### src/rtl/ibs_pkg.sv
package ibs_pkg;
   localparam int STAT_W = 8;
   localparam int B_LRB  = 0;
   localparam int B_GC   = 1;
   localparam int B_AAS  = 2;
   localparam int B_AL   = 3;
   localparam int B_PIN  = 4;
   localparam int B_BB   = 5;
   localparam int B_TRX  = 6;
   localparam int B_MST  = 7;

   typedef enum logic [1:0] {
      MODE_SLV_RX = 2'b00,
      MODE_SLV_TX = 2'b01,
      MODE_MST_RX = 2'b10,
      MODE_MST_TX = 2'b11
   } ibs_mode_e;
endpackage

### src/rtl/ibs_sync.sv
module ibs_sync #(
   parameter int   STAGES  = 2,
   parameter logic RST_VAL = 1'b1
) (
   input  logic clk,
   input  logic rst_n,
   input  logic d,
   output logic q
);
   logic [STAGES-1:0] chain;

   always_ff @(posedge clk or negedge rst_n) begin
      if (!rst_n) chain <= {STAGES{RST_VAL}};
      else        chain <= {chain[STAGES-2:0], d};
   end

   assign q = chain[STAGES-1];
endmodule

### src/rtl/ibs_cond_det.sv
module ibs_cond_det #(
   parameter int SYNC_STAGES = 2
) (
   input  logic clk,
   input  logic rst_n,
   input  logic scl_in,
   input  logic sda_in,
   output logic start_det,
   output logic stop_det,
   output logic bus_busy
);
   localparam int LINES = 2;

   logic [LINES-1:0] raw, synced;
   logic             scl_p, sda_p;

   assign raw = {scl_in, sda_in};

   for (genvar g = 0; g < LINES; g++) begin : g_sync
      ibs_sync #(.STAGES(SYNC_STAGES), .RST_VAL(1'b1)) u_sync (
         .clk   (clk),
         .rst_n (rst_n),
         .d     (raw[g]),
         .q     (synced[g])
      );
   end

   always_ff @(posedge clk or negedge rst_n) begin
      if (!rst_n) begin
         scl_p    <= 1'b1;
         sda_p    <= 1'b1;
         bus_busy <= 1'b0;
      end else begin
         scl_p <= synced[1];
         sda_p <= synced[0];
         if (stop_det)       bus_busy <= 1'b0;
         else if (start_det) bus_busy <= 1'b1;
      end
   end

   assign start_det = synced[1] & scl_p & sda_p & ~synced[0];
   assign stop_det  = synced[1] & scl_p & ~sda_p & synced[0];
endmodule

### src/rtl/ibs_mode_ctl.sv
module ibs_mode_ctl #(
   parameter bit GUARD_EN = 1'b1
) (
   input  logic clk,
   input  logic rst_n,
   input  logic wr_en,
   input  logic wr_mst,
   input  logic wr_trx,
   input  logic start_req,
   input  logic stop_det,
   input  logic bus_busy,
   input  logic byte_done,
   input  logic arb_pend,
   output logic mst,
   output logic trx,
   output logic start_gen,
   output logic bitcnt_rst,
   output logic scl_drive_en,
   output logic guard_block
);
   logic own_bus;
   logic issue;
   logic mst_clr;

   if (GUARD_EN) begin : g_guard
      assign guard_block = start_req & mst & bus_busy & ~own_bus;
   end else begin : g_noguard
      assign guard_block = 1'b0;
   end

   assign issue   = start_req & mst & ~guard_block;
   assign mst_clr = stop_det | guard_block | (byte_done & arb_pend);

   always_ff @(posedge clk or negedge rst_n) begin
      if (!rst_n) begin
         mst        <= 1'b0;
         trx        <= 1'b0;
         start_gen  <= 1'b0;
         bitcnt_rst <= 1'b0;
         own_bus    <= 1'b0;
      end else begin
         start_gen  <= issue;
         bitcnt_rst <= issue;
         if (stop_det)   own_bus <= 1'b0;
         else if (issue) own_bus <= 1'b1;
         if (mst_clr)    mst <= 1'b0;
         else if (wr_en) mst <= wr_mst;
         if (wr_en)      trx <= wr_trx;
      end
   end

   assign scl_drive_en = mst & own_bus;
endmodule

### src/rtl/ibs_flags.sv
module ibs_flags #(
   parameter int BYTE_W  = 8,
   parameter int GC_CODE = 0
) (
   input  logic              clk,
   input  logic              rst_n,
   input  logic              wr_en,
   input  logic              wr_pin,
   input  logic              wr_mst,
   input  logic              start_det,
   input  logic              stop_det,
   input  logic              mst,
   input  logic              byte_done,
   input  logic              arb_lost,
   input  logic              addr_match,
   input  logic              rx_byte_valid,
   input  logic [BYTE_W-1:0] rx_byte,
   input  logic              rx_bit_valid,
   input  logic              rx_bit,
   output logic              al,
   output logic              aas,
   output logic              gc,
   output logic              lrb,
   output logic              pin_n
);
   localparam logic [BYTE_W-1:0] GC_VAL = BYTE_W'(GC_CODE);

   logic first_byte;
   logic cond_seen;

   assign cond_seen = start_det | stop_det;

   always_ff @(posedge clk or negedge rst_n) begin
      if (!rst_n) begin
         al         <= 1'b0;
         aas        <= 1'b0;
         gc         <= 1'b0;
         lrb        <= 1'b0;
         pin_n      <= 1'b1;
         first_byte <= 1'b0;
      end else begin
         if (arb_lost)              al <= 1'b1;
         else if (wr_en && wr_mst)  al <= 1'b0;

         if (cond_seen)             aas <= 1'b0;
         else if (addr_match)       aas <= 1'b1;

         if (cond_seen)             gc <= 1'b0;
         else if (rx_byte_valid && first_byte && !mst && rx_byte == GC_VAL)
                                    gc <= 1'b1;

         if (start_det)             first_byte <= 1'b1;
         else if (stop_det || rx_byte_valid) first_byte <= 1'b0;

         if (rx_bit_valid)          lrb <= rx_bit;

         if (byte_done)             pin_n <= 1'b0;
         else if (wr_en && wr_pin)  pin_n <= 1'b1;
      end
   end
endmodule

### src/rtl/ibs_status_ctrl.sv
module ibs_status_ctrl #(
   parameter int SYNC_STAGES = 2,
   parameter bit GUARD_EN    = 1'b1,
   parameter int BYTE_W      = 8,
   parameter int GC_CODE     = 0
) (
   input  logic              clk,
   input  logic              rst_n,
   input  logic              scl_in,
   input  logic              sda_in,
   input  logic              wr_en,
   input  logic [7:0]        wr_data,
   input  logic              start_req,
   input  logic              byte_done,
   input  logic              arb_lost,
   input  logic              addr_match,
   input  logic              rx_byte_valid,
   input  logic [BYTE_W-1:0] rx_byte,
   input  logic              rx_bit_valid,
   input  logic              rx_bit,
   output logic [7:0]        status,
   output logic              start_gen,
   output logic              bitcnt_rst,
   output logic              scl_drive_en
);
   import ibs_pkg::*;

   if (SYNC_STAGES < 2) begin : g_bad_sync
      $error("SYNC_STAGES must be at least 2");
   end
   if (GC_CODE < 0 || GC_CODE >= (1 << BYTE_W)) begin : g_bad_gc
      $error("GC_CODE must fit in BYTE_W bits");
   end

   logic start_det, stop_det, bus_busy;
   logic mst, trx, guard_block;
   logic al, aas, gc, lrb, pin_n;

   ibs_cond_det #(.SYNC_STAGES(SYNC_STAGES)) u_cond (
      .clk       (clk),
      .rst_n     (rst_n),
      .scl_in    (scl_in),
      .sda_in    (sda_in),
      .start_det (start_det),
      .stop_det  (stop_det),
      .bus_busy  (bus_busy)
   );

   ibs_mode_ctl #(.GUARD_EN(GUARD_EN)) u_mode (
      .clk          (clk),
      .rst_n        (rst_n),
      .wr_en        (wr_en),
      .wr_mst       (wr_data[B_MST]),
      .wr_trx       (wr_data[B_TRX]),
      .start_req    (start_req),
      .stop_det     (stop_det),
      .bus_busy     (bus_busy),
      .byte_done    (byte_done),
      .arb_pend     (al | arb_lost),
      .mst          (mst),
      .trx          (trx),
      .start_gen    (start_gen),
      .bitcnt_rst   (bitcnt_rst),
      .scl_drive_en (scl_drive_en),
      .guard_block  (guard_block)
   );

   ibs_flags #(.BYTE_W(BYTE_W), .GC_CODE(GC_CODE)) u_flags (
      .clk           (clk),
      .rst_n         (rst_n),
      .wr_en         (wr_en),
      .wr_pin        (wr_data[B_PIN]),
      .wr_mst        (wr_data[B_MST]),
      .start_det     (start_det),
      .stop_det      (stop_det),
      .mst           (mst),
      .byte_done     (byte_done),
      .arb_lost      (arb_lost),
      .addr_match    (addr_match),
      .rx_byte_valid (rx_byte_valid),
      .rx_byte       (rx_byte),
      .rx_bit_valid  (rx_bit_valid),
      .rx_bit        (rx_bit),
      .al            (al),
      .aas           (aas),
      .gc            (gc),
      .lrb           (lrb),
      .pin_n         (pin_n)
   );

   always_comb begin
      status        = '0;
      status[B_MST] = mst;
      status[B_TRX] = trx;
      status[B_BB]  = bus_busy;
      status[B_PIN] = pin_n;
      status[B_AL]  = al;
      status[B_AAS] = aas;
      status[B_GC]  = gc;
      status[B_LRB] = lrb;
   end
endmodule

### config.mk
export PLATFORM = sky130hd
export DESIGN_NAME = ibs_status_ctrl
export DESIGN_NICKNAME = d
export VERILOG_FILES = /design/src/rtl/ibs_pkg.sv /design/src/rtl/ibs_sync.sv /design/src/rtl/ibs_cond_det.sv /design/src/rtl/ibs_mode_ctl.sv /design/src/rtl/ibs_flags.sv /design/src/rtl/ibs_status_ctrl.sv
export SDC_FILE = /design/constraint.sdc
export NUM_CORES = 1
export LEC_CHECK = 0
export CAP_MARGIN = 5
export CORE_MARGIN = 2
export CORE_UTILIZATION = 37
export DETAILED_ROUTE_END_ITERATION = 8
export HOLD_SLACK_MARGIN = 0.06
export PLACE_DENSITY = 0.88
export RECOVER_POWER = 100
export SYNTH_ARGS = -nofsm -noshare
export SYNTH_HDL_FRONTEND = slang
export SYNTH_SLANG_ARGS = --single-unit
export TNS_END_PERCENT = 100
### constraint.sdc
create_clock -name clk -period 1.2 [get_ports clk]
set_input_delay 0.24 -clock clk [delete_from_list [all_inputs] [get_ports clk]]
set_output_delay 0.24 -clock clk [all_outputs]
set_load 0.01 [all_outputs]
==> impl_metrics.csv, run 1 <==
group,metric,value,unit
outcome,status,"finished, violations left",
outcome,violations,"negative setup slack",
critical_path,reg2reg_from,"u_cond.scl_p",
detailed_routing,wl_per_cell,13.6,um
critical_path,crit_required,0.96,ns
timing,slew_violations,0,
final_layout,fillers,159,
synthesis,syn_area,719,um^2
final_layout,stdcell_count,121,
job,maxCapViolCount,0,
final_layout,drive_above_1_share,22.9,%
detailed_routing,drt-total-wl,1650,um
critical_path,cp-start-kind,"register",
synthesis,synth_nets,87,
clocking,cts-root-buf,"clkbuf_4",
power,combinationalPowerShare,21.2,%
synthesis,synth_top_cell_by_area,"dfrtp_1",
detailed_routing,post-route-drc-count,0,
synthesis,synthCells,59,
grt,grt_pass1_vias,562,
synthesis,synth-seq-cells,17,
timing,worst_pin_slew,0.421,ns
critical_path,r2r_cells,3,
placement,pre_cts_ws,-0.103,ns
clocking,cts_inserted_buffers,3,
synthesis,yosys_warnings,0,
grt,grt_max_degree,18,
floorplanning,die_h,48.1,um
critical_path,crit_chain,"and2_1 > buf_2",
power,p_sw,0.287,mW
critical_path,end_kind,"output port",
placement,dp.cells,113,
floorplanning,die-width,48.1,um
floorplanning,coreArea,1780,um^2
detailed_routing,initialDrtViolationCount,5,
critical_path,cp_top_family,"flip-flops",
critical_path,crit_slowest_cell,"dfrtp_1",
critical_path,worstSetupPathType,"register to output port",
placement,io_buffer_count,33,
synthesis,avgSynthCellArea,12.2,um^2
worst_hold_path,hold_start,"u_cond.g_sync[1].u_sync.chain[0]",
clocking,clk_path_buf_depth,2,
worst_hold_path,holdPathStages,0,
critical_path,arrival,0.98,ns
timing,setup_violations,1,
power,p_sw_share,23.8,%
critical_path,path_max_fanout,4,
grt,overflow,0,
detailed_routing,num_vias,573,
synthesis,ys_types,22,
detailed_routing,post_drt_via_cell_ratio,4.74,
critical_path,r2r-end,"u_mode.own_bus",
synthesis,synth_top_area_share,34.8,%
floorplanning,die_area,2310,um^2
power,leakage,0.447,nW
detailed_routing,drtPass1Iterations,3,
final_layout,antennaDiodeCount,0,
critical_path,reg2reg_setup_slack,0.08,ns
clocking,cts_tree,"built",
synthesis,seq_area_frac_synth,60.3,%
critical_path,slowest_delay,0.42,ns
worst_hold_path,min_path_type,"register to register",
power,p_clk_share,24.3,%
clocking,cts.sinks,17,
clocking,clkTransAtPathRegs,0.09,ns
clocking,h-tree-depth,1,
grt,grt_first_pass_wirelength,2300,um
power,p_int,0.917,mW
timing,hold_viol_final,0,
placement,globalplace.congestion,0.709,
final_layout,areaGrowthSynthToFinish,49.7,%
floorplanning,rows,15,
grt,antenna_found_initial,0,
detailed_routing,antenna_left,0,
timing,post-route-period-util,101,%
final_layout,nNetsFinal,125,
clocking,clkLatencyLatePin,0.28,ns
synthesis,synth_area_leaders,"dfrtp_1 35%, dfstp_2 26%, buf_4 9.4%",
timing,fin_crit,1.22,ns
timing,rsz0062_at_grt,"yes",
timing,slew_headroom,71.9,%
power,pwr-share-seq,54.5,%
placement,hpwl,1270,um
floorplanning,io_pins,39,
floorplanning,start_util,40.4,%
critical_path,cp_num_buf_inv,1,
worst_hold_path,hold_path_end,"u_cond.g_sync[1].u_sync.chain[1]",
power,ir_drop,0.000521,V
power,p_per_area,1120,nW/um^2
timing,fin_ws,-0.0156,ns
timing,fmax,0.823,GHz
grt,track_usage,15.0,%
final_layout,postLayoutCoreUtil,60.4,%
timing,fin_skew,0.00342,ns
## per-stage QoR
step / cell area, um^2 / hold WS, ns / power [mW] / TNS (ns)
2_1_floorplan: 719 / -0.0556 / 0.771 / 0
6_report: 1080 / 0.360 / 1.20 / -0.0156
5_1_grt: 1080 / 0.371 / 1.28 / -0.0976
4_1_cts: 1070 / 0.280 / 1.21 / -0.0272
3_3_place_gp: 1050 / 0.346 / 0.913 / -0.271
3_5_place_dp: 1050 / 0.348 / 0.927 / -0.386
## power by group through the flow
| stage | combinational [mW] | sequential [mW] | clock, mW |
|---|---|---|---|
| detailed placement | 0.258 | 0.669 | 0 |
| finish | 0.255 | 0.656 | 0.293 |
| global route | 0.277 | 0.662 | 0.338 |
| global placement | 0.250 | 0.664 | 0 |
| floorplan | 0.103 | 0.667 | 0 |
| CTS | 0.247 | 0.658 | 0.306 |
## flip-flops by register name, summed over array words and instances (netlist names)
name,cells
u_flags.lrb,1
u_flags.gc,1
u_cond.sda_p,1
u_flags.aas,1
u_cond.g_sync.u_sync.chain,4
u_cond.scl_p,1
u_mode.trx,1
u_flags.al,1
u_mode.start_gen,1
u_cond.bus_busy,1
u_mode.mst,1
u_mode.own_bus,1
u_flags.first_byte,1
u_flags.pin_n,1
## area by class of cell
class	count	area (um^2)	share of cell area [%]
flip-flops and latches	17	434	40.3
repair buffers	42	368	34.1
inverters	1	3.75	0.348
well taps	25	31.3	2.90
clock buffers	4	26.3	2.44
multi-input cells	32	214	19.9
## worst reg2reg max path, cell delays in order, from the launching register on
cell	delay, ns
dfstp_2	0.55
nand2_1	0.08
nor3b_2	0.22
o21ba_1	0.17
## layout by cell type, fill, tap and decap left out, drive strengths merged, types with 2 or more instances in the layout
master and count:
a31oi 3, clkdlybuf4s15 7, mux2 2, nand2 3, a21oi 2, clkdlybuf4s50 17
clkbuf 10, nor3b 2, buf 7, dlygate4sd3 5, dfstp 7, o21ai 5
dfrtp 10, nor2 5
## timing repair
action,in CTS,in global routing
gates resized for setup,21,10
hold buffers,0,0
setup buffers,1,3
endpoints found under the setup margin,11,13
## per-layer routing
metal	vias to the layer above	track usage (%)	wire length, um
met5	-	0	0
met4	0	8.11	27
met3	2	2.59	129
met2	26	29.6	906
met1	274	14.5	583
li1	271	-	-
## cells in the mapped netlist (all sizes together)
cell type,instances
dfrtp,10
buf,9
dfstp,7
nor2,5
o21ai,5
a31oi,3
nand2,3
a21oi,2
mux2,2
nor3b,2
a21o,1
and2,1
and4bb,1
inv,1
mux2i,1
nor2b,1
nor3,1
nor4,1
nor4b,1
o21ba,1
xnor2,1
## logic make-up after synthesis
group                     after synthesis  share of synthesized area [%]
DFF                                    17                           60.3
and+or+nand+nor                        16                           14.1
AOI/OAI and AO/OA                      12                           9.91
buffers and inverters                  10                           9.91
muxes                                   3                           4.52
xor gates and xnor gates                1                           1.22
## worst max path at each step
stage / start / endpoint / slack (ns) / cells after the start
5_1_grt: u_mode.mst / scl_drive_en / -0.05 / 2
6_report: u_mode.mst / scl_drive_en / -0.02 / 2
4_1_cts: u_mode.mst / scl_drive_en / -0.02 / 2
3_5_place_dp: u_flags.pin_n / status[4] / -0.10 / 1
3_3_place_gp: u_flags.pin_n / status[4] / -0.08 / 1
2_1_floorplan: u_cond.g_sync[1].u_sync.chain[1] / u_mode.own_bus / 0.12 / 3
No activity file was read; power rests on OpenSTA's default activity.
==> inputs of run 2 (changes only) <==
--- a/config.mk
+++ b/config.mk
@@ -7,12 +7,13 @@
 export LEC_CHECK = 0
 export CAP_MARGIN = 5
 export CORE_MARGIN = 2
-export CORE_UTILIZATION = 37
+export CORE_UTILIZATION = 41
 export DETAILED_ROUTE_END_ITERATION = 8
 export HOLD_SLACK_MARGIN = 0.06
-export PLACE_DENSITY = 0.88
+export PLACE_DENSITY = 0.94
 export RECOVER_POWER = 100
 export SYNTH_ARGS = -nofsm -noshare
 export SYNTH_HDL_FRONTEND = slang
+export SYNTH_HIERARCHICAL = 1
 export SYNTH_SLANG_ARGS = --single-unit
 export TNS_END_PERCENT = 100
==> constraint.sdc (replaced) <==
create_clock -name clk -period 1.4 [get_ports clk]
set_input_delay 0.28 -clock clk [delete_from_list [all_inputs] [get_ports clk]]
set_output_delay 0.28 -clock clk [all_outputs]
set_load 0.01 [all_outputs]
==> run 2 against run 1 <==
The flow now finishes without violations. Largest cell class unchanged. Via count is 0.70% lower. Largest power group unchanged. Global-route usage grew 0.61 points. Critical path type unchanged. Flip-flop and latch count is the same. Critical path depth unchanged. Combinational power is 8.6% lower. Setup slack better by 0.047 ns. Clock power is 14% lower.
==> impl_metrics.csv, run 2 <==
group,metric,value,unit
outcome,status,"complete, no violations",
clocking,cts_hold_buf,0,
floorplanning,start_util,43.6,%
timing,fin_crit,1.37,ns
synthesis,ys_types,27,
detailed_routing,antenna_left,0,
grt,overflow,0,
power,p_per_area,958,nW/um^2
clocking,clk_path_buf_depth,2,
timing,slew_headroom,40.7,%
timing,fin_ws,0.0311,ns
final_layout,top_register,"u_cond/g_sync.u_sync/chain",
timing,finalSetupTns,0,ns
clocking,cts-root-buf,"clkbuf_4",
detailed_routing,num_vias,569,
final_layout,largest_reg_flops,4,
detailed_routing,post-route-drc-count,0,
synthesis,synth_top_family_by_area,"simple AND/OR/NAND/NOR gates",
critical_path,path_max_fanout,3,
synthesis,synthCells,58,
synthesis,synth_commonest_cells,"10 x dfrtp_1, 9 x buf_4, 7 x dfstp_2, 4 x nor2_1, 3 x nor3_1",
synthesis,seq_area_frac_synth,58.3,%
power,ir_drop,0.000641,V
placement,dp.cells,110,
detailed_routing,drtPass1Iterations,4,
timing,fin_hold_ws,0.362,ns
placement,hpwl,1110,um
clocking,cts_inserted_buffers,3,
worst_hold_path,hold_start,"u_cond/g_sync[1].u_sync/chain[0]",
timing,slew_violations,0,
synthesis,syn_area,744,um^2
floorplanning,die_area,2170,um^2
grt,grt_pass1_vias,620,
floorplanning,rows,15,
final_layout,mostFrequentLayoutCells,"17 x clkdlybuf4s50_1, 11 x dlygate4sd2_1, 10 x dfrtp_1",
synthesis,synth_area_leaders,"dfrtp_1 34%, dfstp_2 25%, buf_4 9.1%",
grt,track_usage,15.6,%
synthesis,synthArstFlopShare,100,%
placement,io_buffer_count,33,
timing,worst_pin_slew,0.890,ns
detailed_routing,initialDrtViolationCount,1,
synthesis,synthSimpleGateAreaFrac,19.0,%
final_layout,postLayoutCoreUtil,63.9,%
synthesis,synth-seq-cells,17,
clocking,clkTransAtPathRegs,0.09,ns
critical_path,reg2reg_from,"u_cond/g_sync[0].u_sync/chain[1]",
power,leakage,0.478,nW
synthesis,synth_adder_area_share,0,%
synthesis,avgSynthCellArea,12.8,um^2
synthesis,synth.area.mux_share,4.37,%
critical_path,r2r_cells,4,
final_layout,fin_area,1090,um^2
timing,post-route-period-util,97.8,%
timing,fmax,0.731,GHz
worst_hold_path,holdPathStages,0,
clocking,clkLatencyLatePin,0.28,ns
clocking,cts_tree,"built",
final_layout,nNetsFinal,121,
placement,globalplace.congestion,0.750,
critical_path,arrival,1.09,ns
placement,pre_cts_ws,0.0277,ns
detailed_routing,drt-total-wl,1440,um
synthesis,yosys_warnings,6,
final_layout,drive_above_1_share,23.9,%
placement,place_area,1070,um^2
critical_path,crit_required,1.12,ns
synthesis,synth_compound_area_share,8.74,%
floorplanning,die-width,46.6,um
synthesis,ys.flop_type,"dfrtp_1",
critical_path,end_kind,"output port",
final_layout,antennaDiodeCount,0,
synthesis,synth.most_common_cell,"dfrtp_1",
critical_path,worstSetupPathType,"register to output port",
final_layout,areaGrowthSynthToFinish,46.6,%
synthesis,synth-edff-count,0,
worst_hold_path,min_path_type,"register to register",
power,total_power,1.05,mW
final_layout,fillers,146,
grt,grt_max_degree,18,
floorplanning,io_pins,39,
critical_path,cp-start-kind,"register",
detailed_routing,post_drt_via_cell_ratio,4.86,
detailed_routing,wl_per_cell,12.3,um
timing,hold_viol_final,0,
timing,setup_violations,0,
synthesis,synth-xor-area-share,0,%
floorplanning,die_h,46.6,um
grt,grt_first_pass_wirelength,2340,um
final_layout,layout_commonest_cell,"clkdlybuf4s50_1",
clocking,h-tree-depth,1,
floorplanning,coreArea,1710,um^2
critical_path,crit_start,"u_mode/mst",
synthesis,synth_nets,86,
synthesis,synth_top_area_share,33.6,%
grt,antenna_found_initial,0,
clocking,cts.sinks,17,
final_layout,stdcell_count,117,
job,maxCapViolCount,0,
synthesis,synth_top_cell_by_area,"dfrtp_1",
timing,fin_skew,0.00333,ns
## run 2: path summary, 6_finish.rpt
kind / end / slack (ns)
setup / recovery: scl_drive_en / 0.03
hold / removal: u_cond/g_sync[1].u_sync/chain[1] / 0.36
setup reg to reg: u_flags/first_byte / 0.11
hold reg to reg: u_cond/g_sync[1].u_sync/chain[1] / 0.36
max in group asynchronous: u_cond/bus_busy / 0.22
min in group asynchronous: u_mode/own_bus / 0.63
## run 2: layout make-up
class	instances	area [um^2]	area share [%]
Multi-Input combinational cell	31	240	22.0
Clock buffer	4	26.3	2.41
Inverter	1	3.75	0.344
Timing Repair Buffer	39	355	32.6
Sequential cell	17	434	39.8
Tap cell	25	31.3	2.87
## run 2: worst max-delay path: stages, from the launching register on
cell and delay [ns]:
dfrtp_1 0.40, and2_1 0.14, dlygate4sd2_1 0.27
## run 2: what timing repair did
action                     CTS  global route
gates resized for setup     11             0
setup buffers                2             1
setup endpoints to repair   11             1
## run 2: kinds of logic after synthesis
| family | after synthesis |
|---|---|
| AOI/OAI and AO/OA | 7 |
| buffers and inverters | 10 |
| DFF | 17 |
| muxes | 3 |
| and+or+nand+nor | 21 |
## run 2: power by group
group	switching [mW]	internal, mW	total [mW]
logic	0.0918	0.142	0.233
registers	0.0216	0.538	0.560
clock network	0.142	0.110	0.252
total	0.255	0.791	1.05
## run 2: routing by layer
layer / vias up / wire length [um] / track usage [%]
met4: 0 / 36 / 10.0
met5: - / 0 / 0
met2: 18 / 820 / 29.7
met3: 6 / 57 / 2.35
li1: 258 / - / -
met1: 287 / 527 / 15.3
